**src/rtl/exec_pkg.sv**
```systemverilog
// Shared types for the execute engine: op codes, sequencer states and the
// per-op resource needs. Assumes a 3-bit op code.
package exec_pkg;

    typedef enum logic [2:0] {
        OP_ADD  = 3'd0,
        OP_MUL  = 3'd1,
        OP_MAC  = 3'd2,
        OP_POOL = 3'd3,
        OP_ACT  = 3'd4,
        OP_REP  = 3'd5,
        OP_NOP6 = 3'd6,
        OP_NOP7 = 3'd7
    } op_e;

    typedef enum logic [1:0] {
        SQ_IDLE   = 2'd0,
        SQ_ARMED  = 2'd1,
        SQ_REPLAY = 2'd2
    } seq_e;

    typedef struct packed {
        logic use_a;   // pops first-source FIFO, reads input buffer
        logic use_b;   // pops second-source FIFO, reads weight buffer
        logic use_d;   // pops destination FIFO, writes output buffer
        logic rd_d;    // also reads output buffer at destination
        logic is_rep;  // replay marker
    } need_t;

endpackage

```
**src/rtl/exec_decode.sv**
```systemverilog
// Op decoder: maps an op code to the FIFOs and buffer ports it needs.
// Purely combinational; assumes the code encoding of exec_pkg.
module exec_decode
    import exec_pkg::*;
(
    input  logic [2:0] code,
    output need_t      need
);

    // Resource table per op code
    always_comb begin
        need = '0;
        case (op_e'(code))
            OP_ADD, OP_MUL, OP_POOL: begin
                need.use_a = 1'b1;
                need.use_b = 1'b1;
                need.use_d = 1'b1;
            end
            OP_MAC: begin
                need.use_a = 1'b1;
                need.use_b = 1'b1;
                need.use_d = 1'b1;
                need.rd_d  = 1'b1;
            end
            OP_ACT: begin
                need.use_a = 1'b1;
                need.use_d = 1'b1;
            end
            OP_REP:  need.is_rep = 1'b1;
            default: need = '0;
        endcase
    end

endmodule

```
**src/rtl/exec_alu.sv**
```systemverilog
// Saturating signed ALU: add, multiply, multiply-accumulate, max and ReLU.
// Intermediate results are formed at full width and clipped to DW bits.
module exec_alu
    import exec_pkg::*;
#(
    parameter int DW = 16
) (
    input  logic [2:0]           code,
    input  logic signed [DW-1:0] a,
    input  logic signed [DW-1:0] b,
    input  logic signed [DW-1:0] d,
    output logic signed [DW-1:0] res
);

    localparam int PW = 2 * DW;
    localparam int SW = PW + 1;
    localparam logic signed [SW-1:0] MAXV = {{(SW-DW+1){1'b0}}, {(DW-1){1'b1}}};
    localparam logic signed [SW-1:0] MINV = {{(SW-DW+1){1'b1}}, {(DW-1){1'b0}}};

    logic signed [PW-1:0] prod;
    logic signed [SW-1:0] ax, bx, dx, px;

    // Clip a wide signed value to the DW-bit range
    function automatic logic signed [DW-1:0] clip(input logic signed [SW-1:0] x);
        if (x > MAXV)      return MAXV[DW-1:0];
        else if (x < MINV) return MINV[DW-1:0];
        else               return x[DW-1:0];
    endfunction

    // Sign-extend operands and form the full product
    always_comb begin
        prod = a * b;
        ax   = {{(SW-DW){a[DW-1]}}, a};
        bx   = {{(SW-DW){b[DW-1]}}, b};
        dx   = {{(SW-DW){d[DW-1]}}, d};
        px   = {{(SW-PW){prod[PW-1]}}, prod};
    end

    // Select the result for the op
    always_comb begin
        case (op_e'(code))
            OP_ADD:  res = clip(ax + bx);
            OP_MUL:  res = clip(px);
            OP_MAC:  res = clip(dx + px);
            OP_POOL: res = (a > b) ? a : b;
            OP_ACT:  res = a[DW-1] ? '0 : a;
            default: res = '0;
        endcase
    end

endmodule

```
**src/rtl/exec_seq.sv**
```systemverilog
// Issue sequencer: chooses the current op (FIFO head or the replayed op),
// decides issue from address-FIFO readiness, and runs the replay counter.
// Assumes the needs of cur_code are decoded outside and fed back as 'need'.
module exec_seq
    import exec_pkg::*;
#(
    parameter int CW = 8
) (
    input  logic          clk,
    input  logic          rst_n,
    input  logic          opq_empty,
    input  logic [2:0]    opq_code,
    input  need_t         need,
    input  logic          srca_empty,
    input  logic          srcb_empty,
    input  logic          dst_empty,
    input  logic          cnt_ld,
    input  logic [CW-1:0] cnt_val,
    output logic [2:0]    cur_code,
    output logic          fire,
    output logic          opq_pop,
    output logic          halt,
    output seq_e          state,
    output logic [CW-1:0] rem
);

    logic [CW-1:0] rep_reg;
    logic [CW-1:0] eff_n;
    logic [2:0]    held;
    logic          cur_vld;
    logic          addr_ok;

    // Current op source and issue decision
    always_comb begin
        cur_vld  = (state == SQ_REPLAY) || !opq_empty;
        cur_code = (state == SQ_REPLAY) ? held : opq_code;
        addr_ok  = (!need.use_a || !srca_empty) &&
                   (!need.use_b || !srcb_empty) &&
                   (!need.use_d || !dst_empty);
        fire     = cur_vld && addr_ok;
        opq_pop  = fire && (state != SQ_REPLAY);
        halt     = !cur_vld;
        eff_n    = (rep_reg == '0) ? CW'(1) : rep_reg;
    end

    // Replay count register, written only through the load port
    always_ff @(posedge clk) begin
        if (!rst_n)      rep_reg <= '0;
        else if (cnt_ld) rep_reg <= cnt_val;
    end

    // Replay state machine
    always_ff @(posedge clk) begin
        if (!rst_n) begin
            state <= SQ_IDLE;
            rem   <= '0;
            held  <= 3'd0;
        end else if (fire) begin
            case (state)
                SQ_IDLE: begin
                    if (need.is_rep) state <= SQ_ARMED;
                end
                SQ_ARMED: begin
                    if (!need.is_rep) begin
                        if (eff_n > CW'(1)) begin
                            held  <= cur_code;
                            rem   <= eff_n - CW'(1);
                            state <= SQ_REPLAY;
                        end else begin
                            state <= SQ_IDLE;
                        end
                    end
                end
                SQ_REPLAY: begin
                    if (rem == CW'(1)) begin
                        rem   <= '0;
                        state <= SQ_IDLE;
                    end else begin
                        rem <= rem - CW'(1);
                    end
                end
                default: state <= SQ_IDLE;
            endcase
        end
    end

endmodule

```
**src/rtl/exec_engine.sv**
```systemverilog
// Execute engine top: pops address-free ops, takes operand addresses from
// three address FIFOs, reads the buffers, computes and writes the result.
// Assumes buffers with same-cycle read data and edge-triggered writes.
module exec_engine
    import exec_pkg::*;
#(
    parameter int DW = 16,
    parameter int AW = 8,
    parameter int CW = 8
) (
    input  logic          clk,
    input  logic          rst_n,
    input  logic          opq_empty,
    input  logic [2:0]    opq_code,
    output logic          opq_pop,
    input  logic          srca_empty,
    input  logic [AW-1:0] srca_addr,
    output logic          srca_pop,
    input  logic          srcb_empty,
    input  logic [AW-1:0] srcb_addr,
    output logic          srcb_pop,
    input  logic          dst_empty,
    input  logic [AW-1:0] dst_addr,
    output logic          dst_pop,
    input  logic          cnt_ld,
    input  logic [CW-1:0] cnt_val,
    output logic          ibuf_re,
    output logic [AW-1:0] ibuf_raddr,
    input  logic [DW-1:0] ibuf_rdata,
    output logic          wbuf_re,
    output logic [AW-1:0] wbuf_raddr,
    input  logic [DW-1:0] wbuf_rdata,
    output logic          obuf_re,
    output logic [AW-1:0] obuf_raddr,
    input  logic [DW-1:0] obuf_rdata,
    output logic          obuf_we,
    output logic [AW-1:0] obuf_waddr,
    output logic [DW-1:0] obuf_wdata,
    output logic          halt
);

    logic [2:0]           cur_code;
    need_t                need;
    logic                 fire;
    seq_e                 seq_state;
    logic [CW-1:0]        seq_rem;
    logic signed [DW-1:0] alu_res;

    exec_decode u_dec (
        .code (cur_code),
        .need (need)
    );

    exec_seq #(.CW(CW)) u_seq (
        .clk        (clk),
        .rst_n      (rst_n),
        .opq_empty  (opq_empty),
        .opq_code   (opq_code),
        .need       (need),
        .srca_empty (srca_empty),
        .srcb_empty (srcb_empty),
        .dst_empty  (dst_empty),
        .cnt_ld     (cnt_ld),
        .cnt_val    (cnt_val),
        .cur_code   (cur_code),
        .fire       (fire),
        .opq_pop    (opq_pop),
        .halt       (halt),
        .state      (seq_state),
        .rem        (seq_rem)
    );

    exec_alu #(.DW(DW)) u_alu (
        .code (cur_code),
        .a    (ibuf_rdata),
        .b    (wbuf_rdata),
        .d    (obuf_rdata),
        .res  (alu_res)
    );

    // Address pops and buffer strobes follow the issue decision
    always_comb begin
        srca_pop   = fire && need.use_a;
        srcb_pop   = fire && need.use_b;
        dst_pop    = fire && need.use_d;
        ibuf_re    = srca_pop;
        ibuf_raddr = srca_addr;
        wbuf_re    = srcb_pop;
        wbuf_raddr = srcb_addr;
        obuf_re    = fire && need.rd_d;
        obuf_raddr = dst_addr;
        obuf_we    = dst_pop;
        obuf_waddr = dst_addr;
        obuf_wdata = alu_res;
    end

endmodule

```
**config.mk**
```make
export PLATFORM = sky130hd
export DESIGN_NAME = exec_engine
export DESIGN_NICKNAME = d
export VERILOG_FILES = /design/src/rtl/exec_pkg.sv /design/src/rtl/exec_decode.sv /design/src/rtl/exec_alu.sv /design/src/rtl/exec_seq.sv /design/src/rtl/exec_engine.sv
export SDC_FILE = /design/constraint.sdc
export NUM_CORES = 1
export LEC_CHECK = 0
export ABC_CLOCK_PERIOD_IN_PS = 11400
export BUFFER_PORTS_ARGS = -buffer_cell sky130_fd_sc_hd__clkbuf_2
export CAP_MARGIN = 20
export CORE_MARGIN = 2
export CORE_UTILIZATION = 57
export DETAILED_ROUTE_END_ITERATION = 10
export GPL_TIMING_DRIVEN = 0
export PLACE_DENSITY = 0.8
export SETUP_SLACK_MARGIN = 0.02
export SYNTH_ARGS = -nofsm -noshare
export SYNTH_HDL_FRONTEND = slang
export SYNTH_SLANG_ARGS = --single-unit
export TNS_END_PERCENT = 30
```
**constraint.sdc**
```tcl
create_clock -name clk -period 11.4 [get_ports clk]
set_input_delay 1.71 -clock clk [delete_from_list [all_inputs] [get_ports clk]]
set_output_delay 1.71 -clock clk [all_outputs]
set_load 0.005 [all_outputs]
```
# ---- After elaboration in Yosys (flattened, before gate mapping)
# Cells that the tools add are included.
dict set report classes {
  magnitude_cmp 8
  bitwise_logic 1
  n_mul 1
  addsub 4
  mux 24
  n_reduce_logical 27
  n_eq_ne 13
}
# op count
set ops {}
lappend ops {{$mux 16} 7}
lappend ops {{$pmux 16 s5} 1}
lappend ops {{$gt 33x16->1 const B} 2}
lappend ops {{$lt 33x16->1 const B} 2}
lappend ops {{$add 16x32->33} 1}
lappend ops {{$gt 32x16->1 const B} 1}
lappend ops {{$lt 32x16->1 const B} 1}
lappend ops {{$mul 16x16->32} 1}
lappend ops {{$mux 8} 4}
lappend ops {{$add 16x16->17} 1}
lappend ops {{$gt 16x16->1} 1}
lappend ops {{$pmux 8 s2} 1}
lappend ops {{$sub 8x1->8 const B} 2}
lappend ops {{$mux 15} 1}
lappend ops {{$reduce_and 4->1} 3}
lappend ops {{$eq 8x1->1 const B} 1}
lappend ops {{$gt 8x1->1 const B} 1}
lappend ops {{$logic_not 8->1} 1}
lappend ops {{$mux 2} 4}
lappend ops {{$logic_and 1x1->1} 7}
lappend ops {{$logic_not 1->1} 7}
lappend ops {{$eq 3x2->1 const B} 2}
lappend ops {{$eq 3x3->1 const B} 2}
lappend ops {{$ne 2x2->1 const B} 3}
lappend ops {{14 further kinds} 21}
dict set report totals {
  inputBits 90
  out_inout_bits 57
  reg_bits 21
}

# ---- Longest topological paths before layout
# Gate-level depths: netlist of run 1.
dict set report logic_depth {
  ltp_word 11
  mapped_depth 36
  mapped_depth_nobuf 33
}

# ---- Hierarchy
# Synthesis of run 1 repeated with hierarchy kept, for this count alone.
dict set report hier_totals {
  hier_cells 1999
  area_unflattened_um2 16092.9
}
# module area_per_inst_um2 seq_area_each_um2 n_inst cells_each
set by_module_without_submodules {}
lappend by_module_without_submodules {exec_alu 14367.5 0.0 1 1792}
lappend by_module_without_submodules {exec_seq 1403.8 420.4 1 163}
lappend by_module_without_submodules {exec_engine 287.8 0.0 1 39}
lappend by_module_without_submodules {exec_decode 33.8 0.0 1 5}

# ---- Worst setup path before layout of run 1
# OpenSTA, ideal clock, no wires.
dict set report synth_path {
  path_type {input -> output}
  from {input ibuf_rdata[15]}
  to {output obuf_wdata[12]}
  arrival_time_ps 10438
  path_slack_ps -748
  cell_stages 31
  cell_sequence {clkbuf_1 -> clkinv_1 -> nor2_1 -> fa_1 -> inv_1 -> fa_1 -> inv_1 -> fa_1 -> fa_1 -> fa_1 -> inv_1 -> fa_1 -> inv_1 -> ha_1 -> a21oi_1 -> o21ai_1 -> or4_1 -> o22a_1 -> xnor2_1 -> inv_1 -> ha_1 -> buf_4 -> nand4_1 -> or3_1 -> o31ai_1 -> xnor2_1 -> or3_1 -> or4_1 -> o41a_1 -> buf_6 -> o2111ai_1}
}
dict set report synth_between {
  elab_chain_cells 6
  elab_cells_between_ends 19
}
# element line_no
set synth_rtl {}
lappend synth_rtl {{start, declared} exec_engine.sv:29} ;# input logic [DW-1:0] ibuf_rdata,
lappend synth_rtl {{$mul 16x16->32} exec_alu.sv:32} ;# prod = a * b;
lappend synth_rtl {{$add 16x32->33} exec_alu.sv:44} ;# OP_MAC: res = clip(dx + px);
lappend synth_rtl {{$lt 33x16->1} exec_alu.sv:26} ;# else if (x < MINV) return MINV[DW-1:0];
lappend synth_rtl {{$mux 16} exec_alu.sv:26}
lappend synth_rtl {{$mux 16} exec_alu.sv:25} ;# if (x > MAXV) return MAXV[DW-1:0];
lappend synth_rtl {{$pmux 16 s5 (*)} exec_alu.sv:41} ;# case (op_e'(code))
lappend synth_rtl {{end, declared} exec_engine.sv:38} ;# output logic [DW-1:0] obuf_wdata,
# Mark *: on every way between the ends. The rest lies on a longest branch, timed or not.

# ---- Worst setup path after layout of run 1
dict set report layout_path {
  from {input wbuf_rdata[5]}
  to {output obuf_wdata[14]}
}
dict set report layout_between {
  elab_chain_cells 6
  elab_cells_between_ends 18
}
# element line_no
set layout_rtl {}
lappend layout_rtl {{start, declared} exec_engine.sv:32} ;# input logic [DW-1:0] wbuf_rdata,
lappend layout_rtl {{$mul 16x16->32} exec_alu.sv:32}
lappend layout_rtl {{$add 16x32->33} exec_alu.sv:44}
lappend layout_rtl {{$lt 33x16->1} exec_alu.sv:26}
lappend layout_rtl {{$mux 16} exec_alu.sv:26}
lappend layout_rtl {{$mux 16} exec_alu.sv:25}
lappend layout_rtl {{$pmux 16 s5 (*)} exec_alu.sv:41}
# Marked as above.

==> reports/summary.txt, run 1 <==
status -> finished with violations
failing checks -> negative setup slack
Worst slew margin -> 30.2%
starting density of the core -> 57.7%
synthesized net count -> 2494
Die Y-Extent -> 171 um
CTS tree -> yes
number of global-route vias before repair -> 16000
register area share after synthesis -> 2.63%
Site Rows -> 61
Worst Skew -> 1.01 ps
peak fanout along the critical path -> 10
vias -> 15900
#FFs+latches synth -> 21
I/O Pins -> 147
core area -> 0.0277 sq mm
FF-to-FF End -> u_seq.rem[0]$_SDFFE_PN0P_
f_max -> 82.9 MHz
# clock sinks -> 21
PortBufs -> 121
final WL -> 55.3 mm
DR WL/cell -> 21.4 um
Worst Setup SP -> wbuf_rdata[5]
Critical Path RT -> 9690 ps
Final nets -> 2716
Slew Limit Fails -> 0
Layout fillers -> 2051
Worst Setup Slack, final -> -663 ps
crit start category -> primary input
CP endpoint -> obuf_wdata[14]
minimum clock period -> 12060 ps
clock insertion delay at the later pin of the skew report -> 250 ps
synth unique cells -> 84
DR iter-0 viols -> 1743
r2r setup slk -> 7600 ps
Most used DFF post-synth -> dfxtp_1
H-tree Lvls -> 1
DRC -> 0
Remaining Overflow, GRT -> 0
CTS Hold Buffers Added -> 0
Detail Placement HPWL -> 41.2 mm
worst reg2reg path depth -> 13
most common cell after layout, fill and taps aside -> inv_1
DR pass1 iterations -> 8
final period utilization -> 106%
Die X -> 171 um
Post-synth EDFFs -> 0
gp weighted congestion -> 0.975
setup_tns -> -8840 ps
CTS Root Cell -> clkbuf_16
Mapped Cells -> 1987
RR Startpoint -> u_seq.rep_reg[2]$_SDFFE_PN0P_
Worst-path clk slew -> 60 ps
first-pass GRT wire length -> 84.8 mm
RSZ-0062 raised after global routing -> true
endpoint class of the critical path -> output pin
cell mode on critical path -> fa_1
GRT Total Usage -> 37.5%
Fin Hold WS -> 529 ps
Yosys warnings -> 0
Mapped Area -> 0.0160 sq mm
most frequent cells in the layout -> inv_1, fa_1, nand2_1, buf_4, ha_1
ys async rst share -> 0%
share of post-route cells with drive strength above 1 -> 24.2%
total CTS buffers -> 3
final setup vio count -> 15
Longest Clk Path Bufs -> 2
crit path kind -> primary input to output pin
maximum number of pins on one net before global-route repair -> 20
initial antenna violation count -> 1
final-report hold violation count -> 0
WP data arrival -> 10350 ps
max incr delay on CP -> 650 ps
Layout area overhead -> 25.2%
worst slew pin tran -> 1030 ps
Routed Antenna Nets -> 0
worst hold path type -> flop to flop
DR vias/cell -> 6.15
total of max-cap violations -> 0
Syn Area/Cell -> 8.05 sq um
critical path's slowest cell -> fa_2
DIE AREA -> 0.0294 sq mm
## through the flow
step	cell area, sq um	std cells	util [%]	setup WS (ps)
2_1_floorplan	16200	1987	-	75.6
3_3_place_gp	17200	2486	62.2	-2020
3_5_place_dp	17200	2486	62.2	-2050
4_1_cts	19400	2550	70.1	-444
5_1_grt	20000	2587	72.2	-853
6_report	20000	2587	72.2	-663
## area by class of cell
type                    instances  area [sq um]  share of cell area [%]
multi-input cells            1502         14800                    73.9
repair buffers                226          1700                    8.50
inverters                     358          1390                    6.93
plain buffers                  97          1160                    5.80
well taps                     378           473                    2.36
flip-flops and latches         21           420                    2.10
clock buffers                   4          78.8                   0.394
diodes                          1          2.50                  0.0125
## timing repair
| item | 4_1_cts | 5_1_grt |
|---|---|---|
| buffers inserted | 64 | 37 |
| gates cloned | 3 | 0 |
| endpoints found under the setup margin | 16 | 15 |
| gates resized for setup | 356 | 100 |
| pin swaps | 93 | 90 |
## synthesized netlist by cell type, types with 7 or more instances
cell type | instances | area share (%)
inv_1 | 357 | 8.4
fa_1 | 264 | 33
nand2_1 | 214 | 5.0
ha_1 | 153 | 12
nor2_1 | 109 | 2.6
and2_1 | 106 | 4.1
a21oi_1 | 97 | 3.0
o21ai_0 | 71 | 2.2
clkbuf_1 | 52 | 1.2
buf_4 | 43 | 2.0
xnor2_1 | 38 | 2.1
nor2b_1 | 31 | 1.2
nand4_1 | 30 | 1.2
nand3_1 | 23 | 0.72
nor3_1 | 23 | 0.72
dfxtp_1 | 21 | 2.6
nand2b_1 | 21 | 0.82
or3_1 | 21 | 0.82
xor2_1 | 19 | 1.0
o211ai_1 | 18 | 0.85
a21o_1 | 16 | 0.75
o21a_1 | 15 | 0.70
a211oi_1 | 13 | 0.61
mux2i_1 | 13 | 0.81
a222oi_1 | 10 | 0.63
a22oi_1 | 10 | 0.47
or2_2 | 9 | 0.35
a21boi_0 | 8 | 0.38
a221oi_1 | 8 | 0.44
a31oi_1 | 8 | 0.31
nand4b_1 | 8 | 0.44
nor4_1 | 8 | 0.31
o21ai_1 | 8 | 0.25
a21oi_2 | 7 | 0.38
buf_2 | 7 | 0.22
o31ai_1 | 7 | 0.33
or4_1 | 7 | 0.33
## routing by layer
| layer | wire length, um | track usage [%] | vias to the layer above |
|---|---|---|---|
| li1 | - | - | 6940 |
| met1 | 20700 | 48.2 | 7646 |
| met2 | 25300 | 60.6 | 1026 |
| met3 | 6060 | 7.69 | 299 |
| met4 | 3210 | 17.6 | 0 |
| met5 | 0 | 0 | - |
## worst min-delay path by stage
| stage | startpoint | to | slack [ps] | depth (start not counted) |
|---|---|---|---|---|
| after global placement | u_seq.rem[1]$_SDFFE_PN0P_ | u_seq.rem[1]$_SDFFE_PN0P_ | 510 | 1 |
| final | u_seq.rem[1]$_SDFFE_PN0P_ | u_seq.rem[1]$_SDFFE_PN0P_ | 530 | 1 |
| after detailed placement | u_seq.rem[1]$_SDFFE_PN0P_ | u_seq.rem[1]$_SDFFE_PN0P_ | 520 | 1 |
| after CTS | u_seq.rem[1]$_SDFFE_PN0P_ | u_seq.rem[1]$_SDFFE_PN0P_ | 530 | 1 |
| after global routing | u_seq.rem[1]$_SDFFE_PN0P_ | u_seq.rem[1]$_SDFFE_PN0P_ | 550 | 1 |
| after floorplan | u_seq.state[1]$_SDFFE_PN0P_ | u_seq.state[1]$_SDFFE_PN0P_ | 490 | 2 |
## cells by family (layout without fill, tap and decap cells)
kind of cell	Yosys count	count (layout)	synth area share [%]
buffers and inverters	464	685	12.1
other	0	1	0
and+or+nand+nor	637	637	20.0
xor gates and xnor gates	57	57	3.12
AOI/OAI and AO/OA	377	377	16.2
adders and majority gates	417	417	45.0
DFF	21	21	2.63
muxes	14	14	0.884
## critical path, delay by kind of cell
family,cells,cell delay [ps]
fa+ha+maj,8,3700
compound gates,6,1670
simple gates,9,1620
buf+inv,10,1370
xor+xnor,1,250
Power of run 1 is not shown: default switching activity piles up to over one toggle a cycle in this logic, so the estimate is an artifact.
==> run 2: changes to the inputs <==
MAX_ROUTING_LAYER = met4   (was unset)
==> run 2 against run 1 <==
The run still ends with negative setup slack left. Die area stayed put. Core utilization is 1.5 points lower. Register-to-register slack worse by 20 ps. Sequential cell count stayed put. Via count is 0.39% lower. Global-route usage hardly changed. First-iteration DRC count is 22% lower. Clock-buffer cell count is 1 lower. Critical endpoint is now obuf_wdata[13].
==> reports/summary.txt, run 2 (same netlist as run 1, synthesis figures left out) <==
status -> finished with violations
failing checks -> negative setup slack
Longest Clk Path Bufs -> 2
DR vias/cell -> 6.15
Worst Skew -> 2.05 ps
max incr delay on CP -> 560 ps
Detail Placement HPWL -> 41.6 mm
# clock sinks -> 21
gp weighted congestion -> 0.992
DR iter-0 viols -> 1367
final period utilization -> 107%
register area -> 420 sq um
CTS Hold Buffers Added -> 0
Routed Antenna Nets -> 0
Remaining Overflow, GRT -> 0
Worst slew margin -> 28.6%
final core occ -> 70.8%
worst slew pin tran -> 1060 ps
f_max -> 81.9 MHz
setup_tns -> -10870 ps
RSZ-0062 raised after global routing -> true
Site Rows -> 61
Finished Layout Cells -> 2576
clock insertion delay at the later pin of the skew report -> 250 ps
core area -> 0.0277 sq mm
final setup vio count -> 15
total CTS buffers -> 3
number of global-route vias before repair -> 15900
first-pass GRT wire length -> 82.8 mm
Worst-path clk slew -> 60 ps
critical path's slowest cell -> fa_1
H-tree Lvls -> 1
Layout area overhead -> 22.6%
Worst Setup Slack, final -> -805 ps
minimum clock period -> 12200 ps
DR WL/cell -> 20.7 um
PortBufs -> 121
vias -> 15800
initial antenna violation count -> 0
endpoint class of the critical path -> output pin
CTS Root Cell -> clkbuf_16
worst hold path type -> flop to flop
Die X -> 171 um
DIE AREA -> 0.0294 sq mm
final WL -> 53.4 mm
WP data arrival -> 10490 ps
maximum number of pins on one net before global-route repair -> 20
final-report hold violation count -> 0
Post-Place Cells -> 2486
I/O Pins -> 147
DR pass1 iterations -> 6
most common cell after layout, fill and taps aside -> inv_1
total of max-cap violations -> 0
crit start category -> primary input
GRT Total Usage -> 37.4%
peak fanout along the critical path -> 10
DRC -> 0
Final nets -> 2705
most frequent cells in the layout -> inv_1, fa_1, nand2_1, buf_4, ha_1
starting density of the core -> 57.7%
area of the multi-input gates -> 0.0147 sq mm
Critical Path RT -> 9690 ps
cell mode on critical path -> fa_1
Die Y-Extent -> 171 um
Slew Limit Fails -> 0
Layout fillers -> 2105
share of post-route cells with drive strength above 1 -> 22.5%
CTS tree -> yes
crit path kind -> primary input to output pin
==> run 2: worst max-delay path, delay by kind of cell <==
kind / cells / cell delay (ps)
AND/OR/NAND/NOR: 9 / 1770
buffers and inverters: 9 / 1290
XOR/XNOR: 1 / 150
AO/OA/AOI/OAI: 5 / 1750
adder cells (fa/ha/maj): 8 / 3780
==> run 2: path summary, 6_finish.rpt <==
| kind | from | slack (ps) | cells after the start | endpoint |
|---|---|---|---|---|
| worst max-delay path | ibuf_rdata[4] | -800 | 32 | obuf_wdata[13] |
| worst min-delay path | u_seq.rem[1]$_SDFFE_PN0P_ | 540 | 1 | u_seq.rem[1]$_SDFFE_PN0P_ |
| worst max register to register | u_seq.rep_reg[2]$_SDFFE_PN0P_ | 7580 | 13 | u_seq.rem[0]$_SDFFE_PN0P_ |
| worst min register to register | u_seq.rem[1]$_SDFFE_PN0P_ | 540 | 1 | u_seq.rem[1]$_SDFFE_PN0P_ |
==> run 2: repair_timing <==
action	in CTS	in global routing
pin swaps	66	48
endpoints found under the setup margin	16	16
cloned	1	0
endpoints found under the hold margin	0	0
buffers inserted	55	36
gates resized for setup	277	111
==> run 2: metrics by stage <==
stage / instance area (sq um) / hold slack, ps / worst slack, ps
after floorplan: 16200 / 488 / 75.6
after global placement: 17200 / 507 / -2010
after detailed placement: 17200 / 516 / -1960
after CTS: 18900 / 528 / -616
after global routing: 19600 / 551 / -1010
final: 19600 / 537 / -805
==> run 2: final cells by class <==
class                   count  area share [%]
repair buffers            214            7.73
well taps                 378            2.41
diodes                      1          0.0128
multi-input cells        1502            75.0
clock buffers               3           0.383
plain buffers              98            5.18
flip-flops and latches     21            2.14
clock inverters             1          0.0255
inverters                 358            7.06
==> run 2: per-layer routing <==
metal / up-vias / GRT usage [%] / routed length, um
li1: 6921 / - / -
met1: 7721 / 47.6 / 20400
met2: 963 / 59.4 / 24600
met3: 244 / 6.37 / 5650
met4: 0 / 15.6 / 2780
met5: - / - / 0
Power of run 2 is left out for the same reason.
